### config.mk
export PLATFORM = sky130hd
export DESIGN_NAME = sdram_cmd_monitor
export DESIGN_NICKNAME = d
export VERILOG_FILES = /design/src/rtl/sdram_mon_pkg.sv /design/src/rtl/sdram_cmd_decode.sv /design/src/rtl/sdram_rule_check.sv /design/src/rtl/sdram_dev_state.sv /design/src/rtl/sdram_bank_table.sv /design/src/rtl/sdram_cmd_monitor.sv
export SDC_FILE = /design/constraint.sdc
export NUM_CORES = 1
export LEC_CHECK = 0
export CAP_MARGIN = 0
export CELL_PAD_IN_SITES_DETAIL_PLACEMENT = 1
export CELL_PAD_IN_SITES_GLOBAL_PLACEMENT = 1
export CORE_ASPECT_RATIO = 1.25
export CORE_MARGIN = 2
export CORE_UTILIZATION = 41
export DETAILED_ROUTE_END_ITERATION = 6
export HOLD_SLACK_MARGIN = 0.03
export PLACE_DENSITY = 0.87
export SETUP_SLACK_MARGIN = 0.5
export SYNTH_ARGS = -nofsm -noshare
export SYNTH_HDL_FRONTEND = slang
export SYNTH_SLANG_ARGS = --single-unit
### constraint.sdc
create_clock -name clk -period 3.1 [get_ports clk]
set_input_delay 0.62 -clock clk [delete_from_list [all_inputs] [get_ports clk]]
set_output_delay 0.62 -clock clk [all_outputs]
set_load 0.01 [all_outputs]
### src/rtl/sdram_mon_pkg.sv
package sdram_mon_pkg;

  typedef enum logic [4:0] {
    CMD_NOP      = 5'd0,
    CMD_DESEL    = 5'd1,
    CMD_ACT      = 5'd2,
    CMD_READ     = 5'd3,
    CMD_WRITE    = 5'd4,
    CMD_PRE      = 5'd5,
    CMD_PREALL   = 5'd6,
    CMD_AREF     = 5'd7,
    CMD_MRS      = 5'd8,
    CMD_BST      = 5'd9,
    CMD_SREF_IN  = 5'd10,
    CMD_SREF_OUT = 5'd11,
    CMD_PDN_IN   = 5'd12,
    CMD_PDN_OUT  = 5'd13,
    CMD_DPD_IN   = 5'd14,
    CMD_DPD_OUT  = 5'd15,
    CMD_HOLD     = 5'd16,
    CMD_BAD      = 5'd17
  } cmd_e;

  typedef enum logic [1:0] {
    MODE_RUN  = 2'd0,
    MODE_SREF = 2'd1,
    MODE_PDN  = 2'd2,
    MODE_DPD  = 2'd3
  } mode_e;

  function automatic logic uses_bank(cmd_e c);
    return (c == CMD_ACT) || (c == CMD_READ) || (c == CMD_WRITE) || (c == CMD_PRE);
  endfunction

  function automatic logic is_access(cmd_e c);
    return (c == CMD_READ) || (c == CMD_WRITE);
  endfunction

  function automatic logic is_quiet(cmd_e c);
    return (c == CMD_NOP) || (c == CMD_DESEL);
  endfunction

  function automatic logic needs_all_idle(cmd_e c);
    return (c == CMD_MRS) || (c == CMD_AREF) || (c == CMD_SREF_IN);
  endfunction

  function automatic logic is_wake(cmd_e c);
    return (c == CMD_SREF_OUT) || (c == CMD_PDN_OUT) || (c == CMD_DPD_OUT) || (c == CMD_HOLD);
  endfunction

endpackage

### src/rtl/sdram_cmd_decode.sv
module sdram_cmd_decode
  import sdram_mon_pkg::*;
#(
  parameter int BANK_W = 2
) (
  input  logic              cke_prev,
  input  logic              cke_cur,
  input  logic              cs_n,
  input  logic              ras_n,
  input  logic              cas_n,
  input  logic              we_n,
  input  logic [BANK_W-1:0] ba_in,
  input  logic              ap_in,
  input  mode_e             mode,
  output cmd_e              cmd,
  output logic [BANK_W-1:0] bank,
  output logic              ap
);
  logic [2:0] rcw;
  assign rcw = {ras_n, cas_n, we_n};

  always_comb begin
    cmd = CMD_BAD;
    case ({cke_prev, cke_cur})
      2'b11: begin
        if (cs_n) cmd = CMD_DESEL;
        else begin
          case (rcw)
            3'b111:  cmd = CMD_NOP;
            3'b011:  cmd = CMD_ACT;
            3'b101:  cmd = CMD_READ;
            3'b100:  cmd = CMD_WRITE;
            3'b010:  cmd = ap_in ? CMD_PREALL : CMD_PRE;
            3'b001:  cmd = CMD_AREF;
            3'b000:  cmd = CMD_MRS;
            default: cmd = CMD_BST;
          endcase
        end
      end
      2'b10: begin
        if (cs_n || rcw == 3'b111) cmd = CMD_PDN_IN;
        else if (rcw == 3'b001)    cmd = CMD_SREF_IN;
        else if (rcw == 3'b110)    cmd = CMD_DPD_IN;
        else                       cmd = CMD_BAD;
      end
      2'b01: begin
        case (mode)
          MODE_SREF: cmd = CMD_SREF_OUT;
          MODE_PDN:  cmd = CMD_PDN_OUT;
          MODE_DPD:  cmd = CMD_DPD_OUT;
          default:   cmd = CMD_BAD;
        endcase
      end
      default: cmd = CMD_HOLD;
    endcase
    bank = uses_bank(cmd) ? ba_in : '0;
    ap   = is_access(cmd) & ap_in;
  end
endmodule

### src/rtl/sdram_rule_check.sv
module sdram_rule_check
  import sdram_mon_pkg::*;
#(
  parameter int BANK_W = 2,
  localparam int NUM_BANKS = 1 << BANK_W
) (
  input  cmd_e                 cmd,
  input  logic [BANK_W-1:0]    bank,
  input  logic [NUM_BANKS-1:0] open_i,
  input  mode_e                mode,
  input  logic                 init_ok,
  input  logic                 mrs_busy,
  input  logic                 ap_busy,
  output logic                 err
);
  logic bad_mode, bad_gap, bad_init, bad_bank, bad_idle, bad_burst;

  assign bad_mode  = (mode != MODE_RUN) && !is_wake(cmd);
  assign bad_gap   = mrs_busy && !is_quiet(cmd);
  assign bad_init  = !init_ok && (cmd == CMD_ACT || is_access(cmd));
  assign bad_bank  = (cmd == CMD_ACT && open_i[bank]) || (is_access(cmd) && !open_i[bank]);
  assign bad_idle  = needs_all_idle(cmd) && (|open_i);
  assign bad_burst = is_access(cmd) && ap_busy;

  assign err = (cmd == CMD_BAD) | bad_mode | bad_gap | bad_init | bad_bank | bad_idle | bad_burst;
endmodule

### src/rtl/sdram_dev_state.sv
module sdram_dev_state
  import sdram_mon_pkg::*;
#(
  parameter int BANK_W    = 2,
  parameter int BURST_LEN = 4,
  parameter int MRS_GAP   = 2,
  localparam int AP_CW    = $clog2(BURST_LEN),
  localparam int MRS_CW   = $clog2(MRS_GAP + 1)
) (
  input  logic              clk,
  input  logic              rst_n,
  input  cmd_e              cmd,
  input  logic [BANK_W-1:0] bank,
  input  logic              ap,
  input  logic              ok,
  output mode_e             mode,
  output logic              init_ok,
  output logic              mrs_busy,
  output logic              ap_busy,
  output logic              ap_close,
  output logic [BANK_W-1:0] ap_bank
);
  logic [MRS_CW-1:0] mrs_cnt;
  logic [AP_CW-1:0]  ap_cnt;

  assign mrs_busy = (mrs_cnt != '0);
  assign ap_busy  = (ap_cnt != '0);
  assign ap_close = (ap_cnt == AP_CW'(1));

  always_ff @(posedge clk or negedge rst_n) begin
    if (!rst_n) begin
      mode    <= MODE_RUN;
      init_ok <= 1'b1;
      mrs_cnt <= '0;
      ap_cnt  <= '0;
      ap_bank <= '0;
    end else begin
      if (mrs_busy) mrs_cnt <= mrs_cnt - 1'b1;
      if (ap_busy)  ap_cnt  <= ap_cnt - 1'b1;
      if (ok) begin
        case (cmd)
          CMD_MRS: begin
            init_ok <= 1'b1;
            mrs_cnt <= MRS_CW'(MRS_GAP);
          end
          CMD_READ, CMD_WRITE: if (ap) begin
            ap_cnt  <= AP_CW'(BURST_LEN - 1);
            ap_bank <= bank;
          end
          CMD_PRE:      if (bank == ap_bank) ap_cnt <= '0;
          CMD_PREALL:   ap_cnt <= '0;
          CMD_SREF_IN:  mode <= MODE_SREF;
          CMD_PDN_IN:   mode <= MODE_PDN;
          CMD_DPD_IN: begin
            mode   <= MODE_DPD;
            ap_cnt <= '0;
          end
          CMD_SREF_OUT, CMD_PDN_OUT: mode <= MODE_RUN;
          CMD_DPD_OUT: begin
            mode    <= MODE_RUN;
            init_ok <= 1'b0;
          end
          default: ;
        endcase
      end
    end
  end
endmodule

### src/rtl/sdram_bank_table.sv
module sdram_bank_table
  import sdram_mon_pkg::*;
#(
  parameter int BANK_W = 2,
  localparam int NUM_BANKS = 1 << BANK_W
) (
  input  logic                 clk,
  input  logic                 rst_n,
  input  cmd_e                 cmd,
  input  logic [BANK_W-1:0]    bank,
  input  logic                 ok,
  input  logic                 ap_close,
  input  logic [BANK_W-1:0]    ap_bank,
  output logic [NUM_BANKS-1:0] open_q
);
  for (genvar i = 0; i < NUM_BANKS; i++) begin : g_bank
    logic hit, set_row, clr_row;
    assign hit     = (bank == BANK_W'(i));
    assign set_row = ok && (cmd == CMD_ACT) && hit;
    assign clr_row = (ok && ((cmd == CMD_PREALL) || (cmd == CMD_DPD_IN) || (cmd == CMD_PRE && hit)))
                   || (ap_close && ap_bank == BANK_W'(i));
    always_ff @(posedge clk or negedge rst_n) begin
      if (!rst_n)       open_q[i] <= 1'b0;
      else if (set_row) open_q[i] <= 1'b1;
      else if (clr_row) open_q[i] <= 1'b0;
    end
  end
endmodule

### src/rtl/sdram_cmd_monitor.sv
module sdram_cmd_monitor
  import sdram_mon_pkg::*;
#(
  parameter int BANK_W    = 2,
  parameter int BURST_LEN = 4,
  parameter int MRS_GAP   = 2
) (
  input  logic                      clk,
  input  logic                      rst_n,
  input  logic                      cke_prev,
  input  logic                      cke_cur,
  input  logic                      cs_n,
  input  logic                      ras_n,
  input  logic                      cas_n,
  input  logic                      we_n,
  input  logic [BANK_W-1:0]         ba,
  input  logic                      a10_ap,
  output logic [4:0]                cmd_code,
  output logic [BANK_W-1:0]         cmd_bank,
  output logic                      cmd_ap,
  output logic [(1<<BANK_W)-1:0]    bank_open,
  output logic                      cmd_err
);
  localparam int NUM_BANKS = 1 << BANK_W;

  cmd_e              dec_cmd;
  logic [BANK_W-1:0] dec_bank;
  logic              dec_ap;
  logic              dec_err;
  logic              cmd_ok;
  mode_e             mode;
  logic              init_ok, mrs_busy, ap_busy, ap_close;
  logic [BANK_W-1:0] ap_bank;
  logic [NUM_BANKS-1:0] open_now;

  assign cmd_ok    = !dec_err;
  assign bank_open = open_now;

  sdram_cmd_decode #(.BANK_W(BANK_W)) u_dec (
    .cke_prev(cke_prev), .cke_cur(cke_cur), .cs_n(cs_n), .ras_n(ras_n),
    .cas_n(cas_n), .we_n(we_n), .ba_in(ba), .ap_in(a10_ap), .mode(mode),
    .cmd(dec_cmd), .bank(dec_bank), .ap(dec_ap)
  );

  sdram_rule_check #(.BANK_W(BANK_W)) u_rule (
    .cmd(dec_cmd), .bank(dec_bank), .open_i(open_now), .mode(mode),
    .init_ok(init_ok), .mrs_busy(mrs_busy), .ap_busy(ap_busy), .err(dec_err)
  );

  sdram_dev_state #(.BANK_W(BANK_W), .BURST_LEN(BURST_LEN), .MRS_GAP(MRS_GAP)) u_dev (
    .clk(clk), .rst_n(rst_n), .cmd(dec_cmd), .bank(dec_bank), .ap(dec_ap), .ok(cmd_ok),
    .mode(mode), .init_ok(init_ok), .mrs_busy(mrs_busy), .ap_busy(ap_busy),
    .ap_close(ap_close), .ap_bank(ap_bank)
  );

  sdram_bank_table #(.BANK_W(BANK_W)) u_banks (
    .clk(clk), .rst_n(rst_n), .cmd(dec_cmd), .bank(dec_bank), .ok(cmd_ok),
    .ap_close(ap_close), .ap_bank(ap_bank), .open_q(open_now)
  );

  always_ff @(posedge clk or negedge rst_n) begin
    if (!rst_n) begin
      cmd_code <= CMD_NOP;
      cmd_bank <= '0;
      cmd_ap   <= 1'b0;
      cmd_err  <= 1'b0;
    end else begin
      cmd_code <= dec_cmd;
      cmd_bank <= dec_bank;
      cmd_ap   <= dec_ap;
      cmd_err  <= dec_err;
    end
  end
endmodule

==> metrics.md <==
| Metric | Value |
|---|---|
| Final Max Slew Viols | `0` |
| Rows | `24` |
| Initial drt markers | `210` |
| Total track usage | `38.3%` |
| Vias in the first global route | `1974` |
| Router iterations before antenna repair | `5` |
| Met2 wire length | `4600 µm` |
| Diodes inserted | `0` |
| Yosys reg bits | `22` |
| CTS Buf Count | `3` |
| Largest net degree at the start of global routing | `23` |
| Pint | `704 µW` |
| Number of remaining DRC errors | `0` |
| Cells after synthesis | `157` |
| Vias | `1924` |
| Die X-Extent | `58.5 µm` |
| Clk_lat worst skew | `290 ps` |
| Die Ht | `72.1 µm` |
| Crit path max fanout | `5` |
| Status | `completed` |
| Initial Util | `43.3%` |
| R2R depth | `10` |
| Reg2reg start | `u_dev.mode[0]` |
| Worst hold margin | `522 ps` |
| Slew HR | `30.5%` |
| Top Layer Used | `met4` |
| Netlist Area Pre-Place | `1520 µm²` |
| FMAX | `0.354 GHz` |
| WL met3 | `627 µm` |
| Post-synth EDFFs | `0` |
| Post-DP HPWL | `4400 µm` |
| Max-Cap Viols | `0` |
| Top_reg_cell synth | `dfrtp_1` |
| Critical Path RT | `3300 ps` |
| R2R setup slack | `570 ps` |
| Post-DRT Antenna Nets | `0` |
| Ys async rst share | `100%` |
| Period minus WS final | `2820 ps` |
| Post-synth top area cell | `dfrtp_1` |
| Leakage | `0.00108 µW` |
| Layout area overhead | `69.4%` |
| CTS clk-pin slew, worst paths | `80 ps` |
| Post-synth top cells | `dfrtp_1 (21), a21oi_1 (11), inv_1 (10), nor2_1 (10), nand2_1 (9)` |
| Routability cong. | `0.889` |
| Unique masters post-synth | `58` |
| Wl on met1 | `3000 µm` |
| Post-synth top area share | `34.5%` |
| Final hold violation count | `0` |
| CP endpoint | `u_banks.open_q[2]` |
| GRT overflow | `0` |
| Net Count, Synth | `168` |
| Clock buffer depth | `2` |
| Clock share of power | `17.5%` |
| DR WL/cell | `33.1 µm` |
| Fin crit share | `91.0%` |
| Most numerous cell in the Yosys netlist | `dfrtp_1` |
| Sequential share of the synthesized area | `36.2%` |
| Layout cell share with drive strength beyond 1 | `52.1%` |
| Worst-margin pin slew | `1040 ps` |
| Ports | `24` |
| Clock sink count | `22` |
| Logic pwr share | `49.8%` |
| CP Class | `in -> reg` |
| Ranking of synthesized cells by area | `dfrtp_1 (35%), a21oi_1 (3.6%), a31oi_1 (3.3%), o31ai_2 (3.3%), inv_1 (2.5%)` |
| Port buffer count | `23` |
| Die Area | `4220 µm²` |
| Reg-to-Reg End | `u_banks.open_q[2]` |
| Hold/Removal Path Class | `reg -> reg` |
| Peak VDD IR | `0.442 mV` |
| Total number of H-tree levels | `1` |
| Sequential power share | `32.7%` |
| Antenna violations before repair | `0` |
| Worst endpoint data arrival time | `3020 ps` |
| Psw | `467 µW` |
| Warnings, synthesis | `0` |
| Mean Syn Cell Area | `9.70 µm²` |
| Final wirelength | `9040 µm` |
| Vias per std cell | `7.05` |
| Net count, final | `246` |
| Area of the core | `3510 µm²` |
| Crit start category | `input pin` |
| CTS tree | `built` |
| RSZ-0062 raised after global routing | `yes` |
| Power Dens Cells | `454 nW/µm²` |
| Crit. End Element | `register` |
| Setup crit start | `ras_n` |
| # setup viols final | `0` |
| Global-route wire length before repair | `11400 µm` |
| Root Driver | `clkbuf_8` |
| Clock skew | `5.07 ps` |
| Switching share of power | `39.9%` |
| Setup_tns | `0 ps` |
-- worst min path at each step --
stage / start / to / cells after the start
2_1_floorplan: rst_n / cmd_ap / 0
3_3_place_gp: u_dev.mrs_cnt[0] / u_dev.mrs_cnt[0] / 1
3_5_place_dp: u_dev.mrs_cnt[0] / u_dev.mrs_cnt[0] / 1
4_1_cts: u_dev.mrs_cnt[0] / u_dev.mrs_cnt[0] / 1
5_1_grt: u_dev.mrs_cnt[0] / u_dev.mrs_cnt[0] / 1
6_report: u_dev.mrs_cnt[0] / u_dev.mrs_cnt[0] / 1
-- cell usage in the layout (no fill, tap or decap), types with 2 or more instances in the layout --
master | synthesis | final
nor3_1 | 2 | 2
o31ai_4 | 0 | 3
nor4_1 | 4 | 2
o22a_1 | 2 | 2
nor2_1 | 10 | 7
buf_12 | 0 | 3
a31oi_1 | 8 | 6
or3b_2 | 2 | 2
xnor2_1 | 2 | 2
inv_2 | 0 | 2
o21a_1 | 3 | 3
buf_6 | 1 | 8
dfrtp_1 | 21 | 21
clkbuf_8 | 0 | 3
nand2b_1 | 2 | 2
inv_1 | 10 | 8
o21ai_2 | 0 | 2
buf_4 | 2 | 50
mux2_4 | 1 | 2
o221ai_1 | 4 | 4
a31oi_4 | 0 | 2
nor2_2 | 0 | 3
clkdlybuf4s50_1 | 0 | 16
a21oi_4 | 0 | 3
nand2_1 | 9 | 9
buf_2 | 5 | 2
a21oi_2 | 1 | 4
nand3b_1 | 4 | 4
a21oi_1 | 11 | 5
or3_4 | 1 | 2
o21ai_1 | 1 | 4
-- per-stage QoR --
| stage | cell area [µm²] | power, µW | util, % | instances | setup slack, ps |
|---|---|---|---|---|---|
| detailed placement | 2070 | 765 | 58.9 | 249 | -345 |
| global placement | 2070 | 731 | 58.9 | 249 | -159 |
| global route | 2580 | 1200 | 73.4 | 273 | 170 |
| CTS | 2390 | 1030 | 68.2 | 264 | 407 |
| finish | 2580 | 1170 | 73.4 | 273 | 278 |
| floorplan | 1540 | 567 | - | 157 | 455 |
-- routing by layer --
metal | vias up | track usage (%)
met5 | - | 0
met4 | 0 | 25.6
met3 | 72 | 4.81
met2 | 166 | 72.7
met1 | 933 | 37.3
li1 | 753 | -
-- state kept, by name, summed over array words and instances (netlist names) --
name	count
cmd_code	5
u_banks.open_q	4
cmd_bank	2
u_dev.ap_bank	2
u_dev.ap_cnt	2
u_dev.mode	2
u_dev.mrs_cnt	2
cmd_ap	1
cmd_err	1
u_dev.init_ok	1
-- area by class of cell --
cell class	count	area, µm²
Inverter	11	46.3
Timing Repair Buffer	83	758
Fill cell	337	935
Sequential cell	22	552
Clock buffer	4	45.0
Multi-Input combinational cell	114	1130
Tap cell	39	48.8
-- power groups by stage --
stage          sequential [µW]  clock (µW)  combinational [µW]
2_1_floorplan              375           0                 192
3_3_place_gp               368           0                 363
3_5_place_dp               374           0                 391
4_1_cts                    372         181                 479
5_1_grt                    388         214                 602
6_report                   383         205                 583
-- worst max-delay path, stage by stage --
cell	delay (ps)
buf_6	100
or3b_4	410
a2111oi_4	330
buf_4	220
a21oi_4	60
or4_4	520
o211ai_4	160
buf_4	220
o221ai_1	240
o31ai_4	130
-- kinds of logic (layout without fill, tap and decap cells) --
| group | Yosys count | count (layout) | share of synthesized area, % |
|---|---|---|---|
| compound gates | 55 | 55 | 29.6 |
| xor+xnor | 4 | 4 | 2.30 |
| buf+inv | 21 | 98 | 6.57 |
| flops | 22 | 22 | 36.2 |
| mux | 5 | 5 | 4.52 |
| simple gates | 50 | 50 | 20.8 |
-- repair_timing --
action,in CTS,in global routing
buffers inserted,10,9
hold buffers,0,0
gates resized for setup,61,29
gates cloned,1,0
pin swaps,16,17
setup endpoints to repair,15,12
Power figures use the tool's default switching activity.
